<file path="src/rtl/cmpbr_pkg.sv">
package cmpbr_pkg;

  localparam int unsigned CC_W = 5;

  typedef struct packed {
    logic gtu;
    logic ltu;
    logic gt;
    logic lt;
    logic eq;
  } cc_t;

  // selector values decoded by the branch evaluator
  typedef enum logic [3:0] {
    SEL_EQ  = 4'd0,
    SEL_NE  = 4'd1,
    SEL_LT  = 4'd2,
    SEL_GT  = 4'd3,
    SEL_LTU = 4'd4,
    SEL_GTU = 4'd5,
    SEL_GE  = 4'd6,
    SEL_LE  = 4'd7,
    SEL_GEU = 4'd8,
    SEL_LEU = 4'd9
  } sel_e;

endpackage

</file>
<file path="src/rtl/cmpbr_flag_calc.sv">
module cmpbr_flag_calc
  import cmpbr_pkg::*;
#(
  parameter int unsigned XLEN = 32
) (
  input  logic [XLEN-1:0] a_i,
  input  logic [XLEN-1:0] b_i,
  output cc_t             cc_o
);

  always_comb begin
    cc_o.eq  = (a_i == b_i);
    cc_o.lt  = ($signed(a_i) < $signed(b_i));
    cc_o.gt  = ($signed(a_i) > $signed(b_i));
    cc_o.ltu = (a_i < b_i);
    cc_o.gtu = (a_i > b_i);
  end

endmodule

</file>
<file path="src/rtl/cmpbr_cond_eval.sv">
module cmpbr_cond_eval
  import cmpbr_pkg::*;
#(
  parameter int unsigned SEL_W = 4
) (
  input  cc_t              cc_i,
  input  logic [SEL_W-1:0] sel_i,
  output logic             hit_o,
  output logic             illegal_o
);

  localparam int unsigned NUM_LEGAL = 10;

  always_comb begin
    hit_o     = 1'b0;
    illegal_o = (sel_i >= SEL_W'(NUM_LEGAL));
    if (!illegal_o) begin
      case (sel_i[3:0])
        SEL_EQ:  hit_o = cc_i.eq;
        SEL_NE:  hit_o = ~cc_i.eq;
        SEL_LT:  hit_o = cc_i.lt;
        SEL_GT:  hit_o = cc_i.gt;
        SEL_LTU: hit_o = cc_i.ltu;
        SEL_GTU: hit_o = cc_i.gtu;
        SEL_GE:  hit_o = cc_i.gt  | cc_i.eq;
        SEL_LE:  hit_o = cc_i.lt  | cc_i.eq;
        SEL_GEU: hit_o = cc_i.gtu | cc_i.eq;
        SEL_LEU: hit_o = cc_i.ltu | cc_i.eq;
        default: hit_o = 1'b0;
      endcase
    end
  end

endmodule

</file>
<file path="src/rtl/cmpbr_pc_calc.sv">
module cmpbr_pc_calc #(
  parameter int unsigned XLEN  = 32,
  parameter int unsigned OFS_W = 10,
  parameter int unsigned STEP  = 2
) (
  input  logic [XLEN-1:0]  pc_i,
  input  logic [OFS_W-1:0] ofs_i,
  input  logic             taken_i,
  output logic [XLEN-1:0]  next_pc_o
);

  localparam int unsigned DISP_W = OFS_W + 1;

  logic [XLEN-1:0] disp;
  logic [XLEN-1:0] addend;

  generate
    if (XLEN > DISP_W) begin : g_sext
      assign disp = {{(XLEN-DISP_W){ofs_i[OFS_W-1]}}, ofs_i, 1'b0};
    end else begin : g_trunc
      logic [DISP_W-1:0] wide;
      assign wide = {ofs_i, 1'b0};
      assign disp = wide[XLEN-1:0];
    end
  endgenerate

  // one adder: the mux picks the addend, not the sum
  assign addend    = taken_i ? (disp + XLEN'(STEP)) : XLEN'(STEP);
  assign next_pc_o = pc_i + addend;

endmodule

</file>
<file path="src/rtl/cmpbr_unit.sv">
module cmpbr_unit
  import cmpbr_pkg::*;
#(
  parameter int unsigned XLEN  = 32,
  parameter int unsigned SEL_W = 4,
  parameter int unsigned OFS_W = 10,
  parameter int unsigned STEP  = 2
) (
  input  logic             clk_i,
  input  logic             rst_ni,
  input  logic             cmp_valid_i,
  input  logic [XLEN-1:0]  cmp_a_i,
  input  logic [XLEN-1:0]  cmp_b_i,
  input  logic             br_valid_i,
  input  logic [SEL_W-1:0] br_cond_i,
  input  logic [XLEN-1:0]  br_pc_i,
  input  logic [OFS_W-1:0] br_ofs_i,
  output logic             br_done_o,
  output logic             br_taken_o,
  output logic [XLEN-1:0]  br_next_pc_o,
  output logic             br_illegal_o,
  output logic             collide_o
);

  cc_t             cc_q;
  cc_t             cc_new;
  logic            cmp_go, br_go, clash;
  logic            hit, illegal;
  logic [XLEN-1:0] npc;

  assign clash  = cmp_valid_i & br_valid_i;
  assign cmp_go = cmp_valid_i & ~br_valid_i;
  assign br_go  = br_valid_i & ~cmp_valid_i;

  cmpbr_flag_calc #(.XLEN(XLEN)) u_flag (
    .a_i (cmp_a_i),
    .b_i (cmp_b_i),
    .cc_o(cc_new)
  );

  cmpbr_cond_eval #(.SEL_W(SEL_W)) u_cond (
    .cc_i     (cc_q),
    .sel_i    (br_cond_i),
    .hit_o    (hit),
    .illegal_o(illegal)
  );

  cmpbr_pc_calc #(.XLEN(XLEN), .OFS_W(OFS_W), .STEP(STEP)) u_pc (
    .pc_i     (br_pc_i),
    .ofs_i    (br_ofs_i),
    .taken_i  (hit),
    .next_pc_o(npc)
  );

  always_ff @(posedge clk_i or negedge rst_ni) begin
    if (!rst_ni) begin
      cc_q <= '0;
    end else if (cmp_go) begin
      cc_q <= cc_new;
    end
  end

  always_ff @(posedge clk_i or negedge rst_ni) begin
    if (!rst_ni) begin
      br_done_o    <= 1'b0;
      br_taken_o   <= 1'b0;
      br_next_pc_o <= '0;
      br_illegal_o <= 1'b0;
      collide_o    <= 1'b0;
    end else begin
      br_done_o <= br_go;
      collide_o <= clash;
      if (br_go) begin
        br_taken_o   <= hit;
        br_next_pc_o <= npc;
        br_illegal_o <= illegal;
      end
    end
  end

  p_eq_excl_r2: assert property (@(posedge clk_i) disable iff (!rst_ni)
    cc_q.eq |-> !(cc_q.lt || cc_q.gt || cc_q.ltu || cc_q.gtu));

  p_order_pair_r2: assert property (@(posedge clk_i) disable iff (!rst_ni)
    $onehot0({cc_q.lt, cc_q.gt}) && $onehot0({cc_q.ltu, cc_q.gtu}));

  p_cc_hold_r3: assert property (@(posedge clk_i) disable iff (!rst_ni)
    !(cmp_valid_i && !br_valid_i) |=> $stable(cc_q));

  p_illegal_not_taken_r6: assert property (@(posedge clk_i) disable iff (!rst_ni)
    br_illegal_o |-> !br_taken_o);

  p_fallthrough_r8: assert property (@(posedge clk_i) disable iff (!rst_ni)
    (br_valid_i && !cmp_valid_i) ##1 !br_taken_o |->
      br_next_pc_o == $past(br_pc_i) + XLEN'(STEP));

  p_collide_r9: assert property (@(posedge clk_i) disable iff (!rst_ni)
    (cmp_valid_i && br_valid_i) |=> (collide_o && !br_done_o));

  p_done_r10: assert property (@(posedge clk_i) disable iff (!rst_ni)
    (br_valid_i && !cmp_valid_i) |=> br_done_o);

  p_done_pulse_r10: assert property (@(posedge clk_i) disable iff (!rst_ni)
    !br_valid_i |=> !br_done_o);

endmodule

</file>
<file path="config.mk">
export PLATFORM = sky130hd
export DESIGN_NAME = cmpbr_unit
export DESIGN_NICKNAME = d
export VERILOG_FILES = /design/src/rtl/cmpbr_pkg.sv /design/src/rtl/cmpbr_flag_calc.sv /design/src/rtl/cmpbr_cond_eval.sv /design/src/rtl/cmpbr_pc_calc.sv /design/src/rtl/cmpbr_unit.sv
export SDC_FILE = /design/constraint.sdc
export NUM_CORES = 1
export LEC_CHECK = 0
export BUFFER_PORTS_ARGS = -buffer_cell sky130_fd_sc_hd__buf_2
export CAP_MARGIN = 15
export CORE_MARGIN = 5
export CORE_UTILIZATION = 52
export DETAILED_ROUTE_END_ITERATION = 16
export PLACE_DENSITY = 0.82
export REMOVE_ABC_BUFFERS = 1
export SLEW_MARGIN = 20
export SYNTH_ARGS = -nofsm -noshare
export SYNTH_HDL_FRONTEND = slang
export SYNTH_HIERARCHICAL = 1
export SYNTH_SLANG_ARGS = --single-unit
</file>
<file path="constraint.sdc">
create_clock -name clk_i -period 4.79 [get_ports clk_i]
set_input_delay 0.2395 -clock clk_i [delete_from_list [all_inputs] [get_ports clk_i]]
set_output_delay 0.2395 -clock clk_i [all_outputs]
set_load 0.1 [all_outputs]
</file>
== Word level (Yosys, flattened, before mapping) ==
Cells that the tools add are included.

* Eq/ne operators: 10
* Add/sub/neg operators: 2
* Bitwise operators: 10
* $mul: 0
* Shift operators: 0
* Divide/modulo/power cells: 0
* Reduce and logical (&&, ||, !) cells: 1
* Muxes and demuxes: 3
* $lt $le $gt $ge: 5

{| class="wikitable"
|+ Operator list
! cell !! number
|-
| 32-bit greater-than comparator || 2
|-
| 32-bit < comparator || 2
|-
| 32-bit adder || 1
|-
| 32-bit equality test || 1
|-
| 32-bit two-way mux || 1
|-
| 4-bit by 3-bit equality test with 1-bit output, second input constant || 4
|-
| 11-bit by 3-bit adder with 12-bit output, second input constant || 1
|-
| 1-bit one-hot mux with 10 select lines || 1
|-
| 4-bit by 2-bit equality test with 1-bit output, second input constant || 2
|-
| 4-bit equality test, second input constant || 2
|-
| 4-bit by 1-bit equality test with 1-bit output, second input constant || 1
|-
| 4-bit >= comparator, second input constant || 1
|-
| 4-bit zero test || 1
|-
| 1-bit OR || 4
|-
| 1-bit AND || 3
|-
| 1-bit inverter || 3
|-
| 1-bit two-way mux || 1
|}

* Output and inout port bits: 36
* Memory bits (read-only): 0
* Bits in writable memories: 0
* Bits in latches: 0
* Logic and storage cells: 41
* Memories kept: 0
* Register bits: 41
* Bits of input ports: 114

== Depth between registers and ports, before layout ==
* Depth after elaboration: 5
* Gate-level depth with buffers: 17
* Depth with buffers taken out: 15

== Hierarchy ==
The synthesis kept the hierarchy.

{| class="wikitable"
|+ By module, submodules not included
! module !! cells each !! area an instance (um^2) !! seq. area each (um^2) !! instances
|-
| cmpbr_pc_calc || 278 || 1929.4 || 0.0 || 1
|-
| cmpbr_unit || 87 || 1646.6 || 1026.0 || 1
|-
| cmpbr_flag_calc || 119 || 859.6 || 0.0 || 1
|-
| cmpbr_cond_eval || 16 || 120.1 || 0.0 || 1
|}

== Worst setup path after synthesis ==
No wires, ideal clock.

* Kind: reg2reg
* Start: register cc_q[0] in the netlist's numbering
* End: register br_next_pc_o[26]
* Stages on the path, launching flop included: 16
* Buffers on the path: 1
* Slack: 0.877 ns
* Arrival time: 3.788 ns
* Setup time: 0.125 ns
* Required time: 4.665 ns
* Clock period less this slack: 3.913 ns
* Path through: dfrtp_1 > xor2_1 > o221ai_1 > nand3_1 > nand2_1 > a41oi_1 > ha_1 > buf_2 > a21oi_1 > o21ai_1 > a41oi_1 > a2111oi_2 > nor3_1 > o21bai_1 > xor2_1 > mux2_2

* Word-level cells in the longest chain between the ends: 5
* Elaborated cells between the ends (all ways): 9
* Classes of those cells: add/sub: 1; mux: 3; bitwise: 5

{| class="wikitable"
|+ Ends and longest elaborated chain
! what !! line !! text
|-
| start: declaration || cmpbr_unit.sv:25 || <nowiki>cc_t cc_q;</nowiki>
|-
| start signal: assignment || cmpbr_unit.sv:59 || <nowiki>cc_q <= cc_new;</nowiki>
|-
| 1-bit OR, or another cell as far along || cmpbr_cond_eval.sv:28 || <nowiki>SEL_LEU: hit_o = cc_i.ltu | cc_i.eq;</nowiki>
|-
| 1-bit one-hot mux with 10 select lines (*) || cmpbr_cond_eval.sv:18 || <nowiki>case (sel_i[3:0])</nowiki>
|-
| 1-bit two-way mux (*) || cmpbr_cond_eval.sv:17 || <nowiki>if (!illegal_o) begin</nowiki>
|-
| named net hit || cmpbr_unit.sv:28 || <nowiki>logic hit, illegal;</nowiki>
|-
| 32-bit two-way mux (*) || cmpbr_pc_calc.sv:28 || <nowiki>assign addend = taken_i ? (disp + XLEN'(STEP)) : XLEN'(STEP);</nowiki>
|-
| 32-bit adder (*) || cmpbr_pc_calc.sv:29 || <nowiki>assign next_pc_o = pc_i + addend;</nowiki>
|-
| named net npc[26] || cmpbr_unit.sv:29 || <nowiki>logic [XLEN-1:0] npc;</nowiki>
|-
| end signal: assignment || cmpbr_unit.sv:75 || <nowiki>br_next_pc_o <= npc;</nowiki>
|-
| end: declaration || cmpbr_unit.sv:20 || <nowiki>output logic [XLEN-1:0] br_next_pc_o,</nowiki>
|}

The timed path passes the listed nets; every way through them passes the cells marked *.
A chain may end at the register's enable or synchronous reset.

== Worst setup path after layout ==
Ends and elaborated chain as after synthesis.

==> reports/metrics.cfg <==
[synth]
synthTopCellsByArea=dfrtp_1 (23%), ha_1 (17%), mux2_4 (9.9%)
synth_flop_cell=dfrtp_1
syn_avg_cell_area_um2=9.11
ys_ff_latch=41
synth_area_um2=4560
synth_top_area_share_pct=22.5
synth-edff-count=0
yosysWarnings=6
synth_area_leader_cell=dfrtp_1
synth_cell_types=67
synthArstFlopShare_pct=100
syn_inst=500
ys_seq_area_share_pct=22.5

[sta]
setup_tns_ps=0
tightestPinTransition_ps=1070
rsz0062_at_grt=false
hold_violations=0
period_share_pct=91.1
maxSlewHeadroom_pct=29.0
period_minus_slack_ps=4360
final-setup-viol-count=0
timing.fmax_mhz=229
drv_slew=0
skew_ps=8.93

[route]
num_vias=4204
wl_um=11800
route.detailed.drc=0
via_per_inst=5.61
drt_iter0_markers=170
ant_nets=0
wl_per_cell_um=15.8
dr.pass1.iters=5

[clock_tree]
cts_made_buffers=5
clk_latency_ps=300
path_clk_slew_ps=90
cts_resized=0
post_cts.repair.setup_buffers=0
cts_root_buf=clkbuf_8
cts.path.max_buffers=2
tritoncts=built
cts.htree.levels=2
clkSinkCount=41
cts.hold.buffers_added=0

[flow_run]
maxCapViolations=0

[die]
die_y_um=104
rows=34
start_util_pct=52.8
die_area_um2=10700
fp.dieW_um=104
num_io_pins=150
core-area_um2=8640

[finish]
layout_common_cells=buf_2 (149), ha_1 (63), dfrtp_1 (41), nand2_1 (39)
fin_nets=819
area_growth_pct=19.5
layout-drive-gt1-share_pct=34.3
final_common_cell=buf_2
final_util_pct=63.0
fill_cells=762
diodes=0

[critical_path]
criticalPathCategory=flip-flop to flip-flop
start_kind=flip-flop
arrival_ps=4550
endpoint_kind=flip-flop
critical_path_required_ps=4980
critPathMaxFanout=21

[global_routing]
grt_max_degree=42
grtUsageTotal_pct=21.5
grt_overflow_total=0
grt_pass1_wl_um=19900
grt_pass1_vias=4324
antenna_found_initial=0

[power]
leakage_nw=2.86
ir_drop_mv=0.463
p_per_area_nw_per_um2=428

[run_status]
outcome=finished clean

[placement]
place_hpwl_um=9750
gp_congestion=0.869
portBuffers=149

[min_path]
hp-class=input pin to async pin

-- logic make-up (layout without fill, tap and decap cells) --
kind of cell / after synthesis / count (layout) / synth area share [%]
simple gates: 143 / 143 / 16.3
compound gates: 117 / 117 / 17.5
fa+ha+maj: 64 / 64 / 17.7
buf+inv: 54 / 195 / 5.60
mux: 43 / 43 / 13.0
flops: 41 / 41 / 22.5
xor+xnor: 38 / 38 / 7.31
-- metrics by stage --
stage	worst slack [ps]	hold WS (ps)	area, µm²	power (mW)	instances
4_1_cts	534	108	5440	2.34	749
6_report	427	78.7	5440	2.33	749
2_1_floorplan	804	-56.1	4440	1.75	484
3_5_place_dp	501	444	5340	2.05	742
5_1_grt	150	156	5440	2.45	749
3_3_place_gp	660	427	5340	2.03	742
-- flip-flops by register name, indices dropped and copies added, names as in the netlist --
register      flops
br_illegal_o      1
collide_o         1
br_next_pc_o     32
br_done_o         1
cc_q              5
br_taken_o        1
-- final cells by class --
class | count | area, µm² | share of cell area [%]
multi-input combinational | 405 | 3280 | 60.3
inverter | 38 | 143 | 2.62
clock inverter | 2 | 35.0 | 0.644
sequential | 41 | 1030 | 18.9
tap | 108 | 135 | 2.48
timing repair buffer | 150 | 753 | 13.8
clock buffer | 5 | 68.8 | 1.26
-- worst paths after layout --
path	cells past startpoint	slack [ps]	start	to
hold / removal	1	80	rst_ni	br_next_pc_o[18]
hold reg to reg	1	510	br_next_pc_o[1]	br_next_pc_o[1]
setup reg to reg	14	430	cc_q[0]	br_next_pc_o[26]
setup / recovery	14	430	cc_q[0]	br_next_pc_o[26]
max in group asynchronous	1	4110	rst_ni	br_next_pc_o[15]
min in group clk_i	2	180	br_pc_i[0]	br_next_pc_o[0]
-- power by group --
group	leakage, nW	switching, mW	internal, mW	total (mW)
Clock	0.0540	0.128	0.152	0.280
Combinational	2.32	1.11	0.410	1.52
Sequential	0.486	0.0728	0.455	0.528
Total	2.86	1.31	1.02	2.33
-- critical path, stage by stage (launching register included) --
cell       delay, ps
dfrtp_1          410
xor2_1           170
o221ai_1         130
nand3_1          310
nand2_1          140
a41oi_2          860
ha_1             500
a21oi_1          320
o21ai_1          120
a41oi_1          320
a2111oi_2        140
nor3_1           290
o21bai_1         120
xor2_1           150
mux2_2           270
-- layer usage --
metal / vias to the layer above / global-route usage (%) / routed length (µm)
li1: 2079 / - / -
met1: 1927 / 27.2 / 5110
met2: 179 / 37.6 / 5680
met3: 19 / 4.29 / 882
met4: 0 / 4.87 / 178
met5: - / 0 / 0
-- Yosys cell counts (all sizes together) (2+ instances only) --
library cell	n
a211o	2
a211oi	6
a21boi	3
a21o	15
a21oi	39
a221oi	2
a31oi	3
a41oi	3
and2	12
and2b	2
and3	6
and4	2
buf	11
clkbuf	5
dfrtp	41
ha	63
inv	38
mux2	41
mux2i	2
nand2	40
nand2b	4
nand3	22
nand3b	2
nand4	8
nor2	28
nor2b	6
nor3	5
o2111ai	2
o211ai	5
o21ai	21
o21bai	3
o221ai	2
o31ai	2
or3	3
xnor2	25
xor2	13
(Power assumes the default switching activity.)
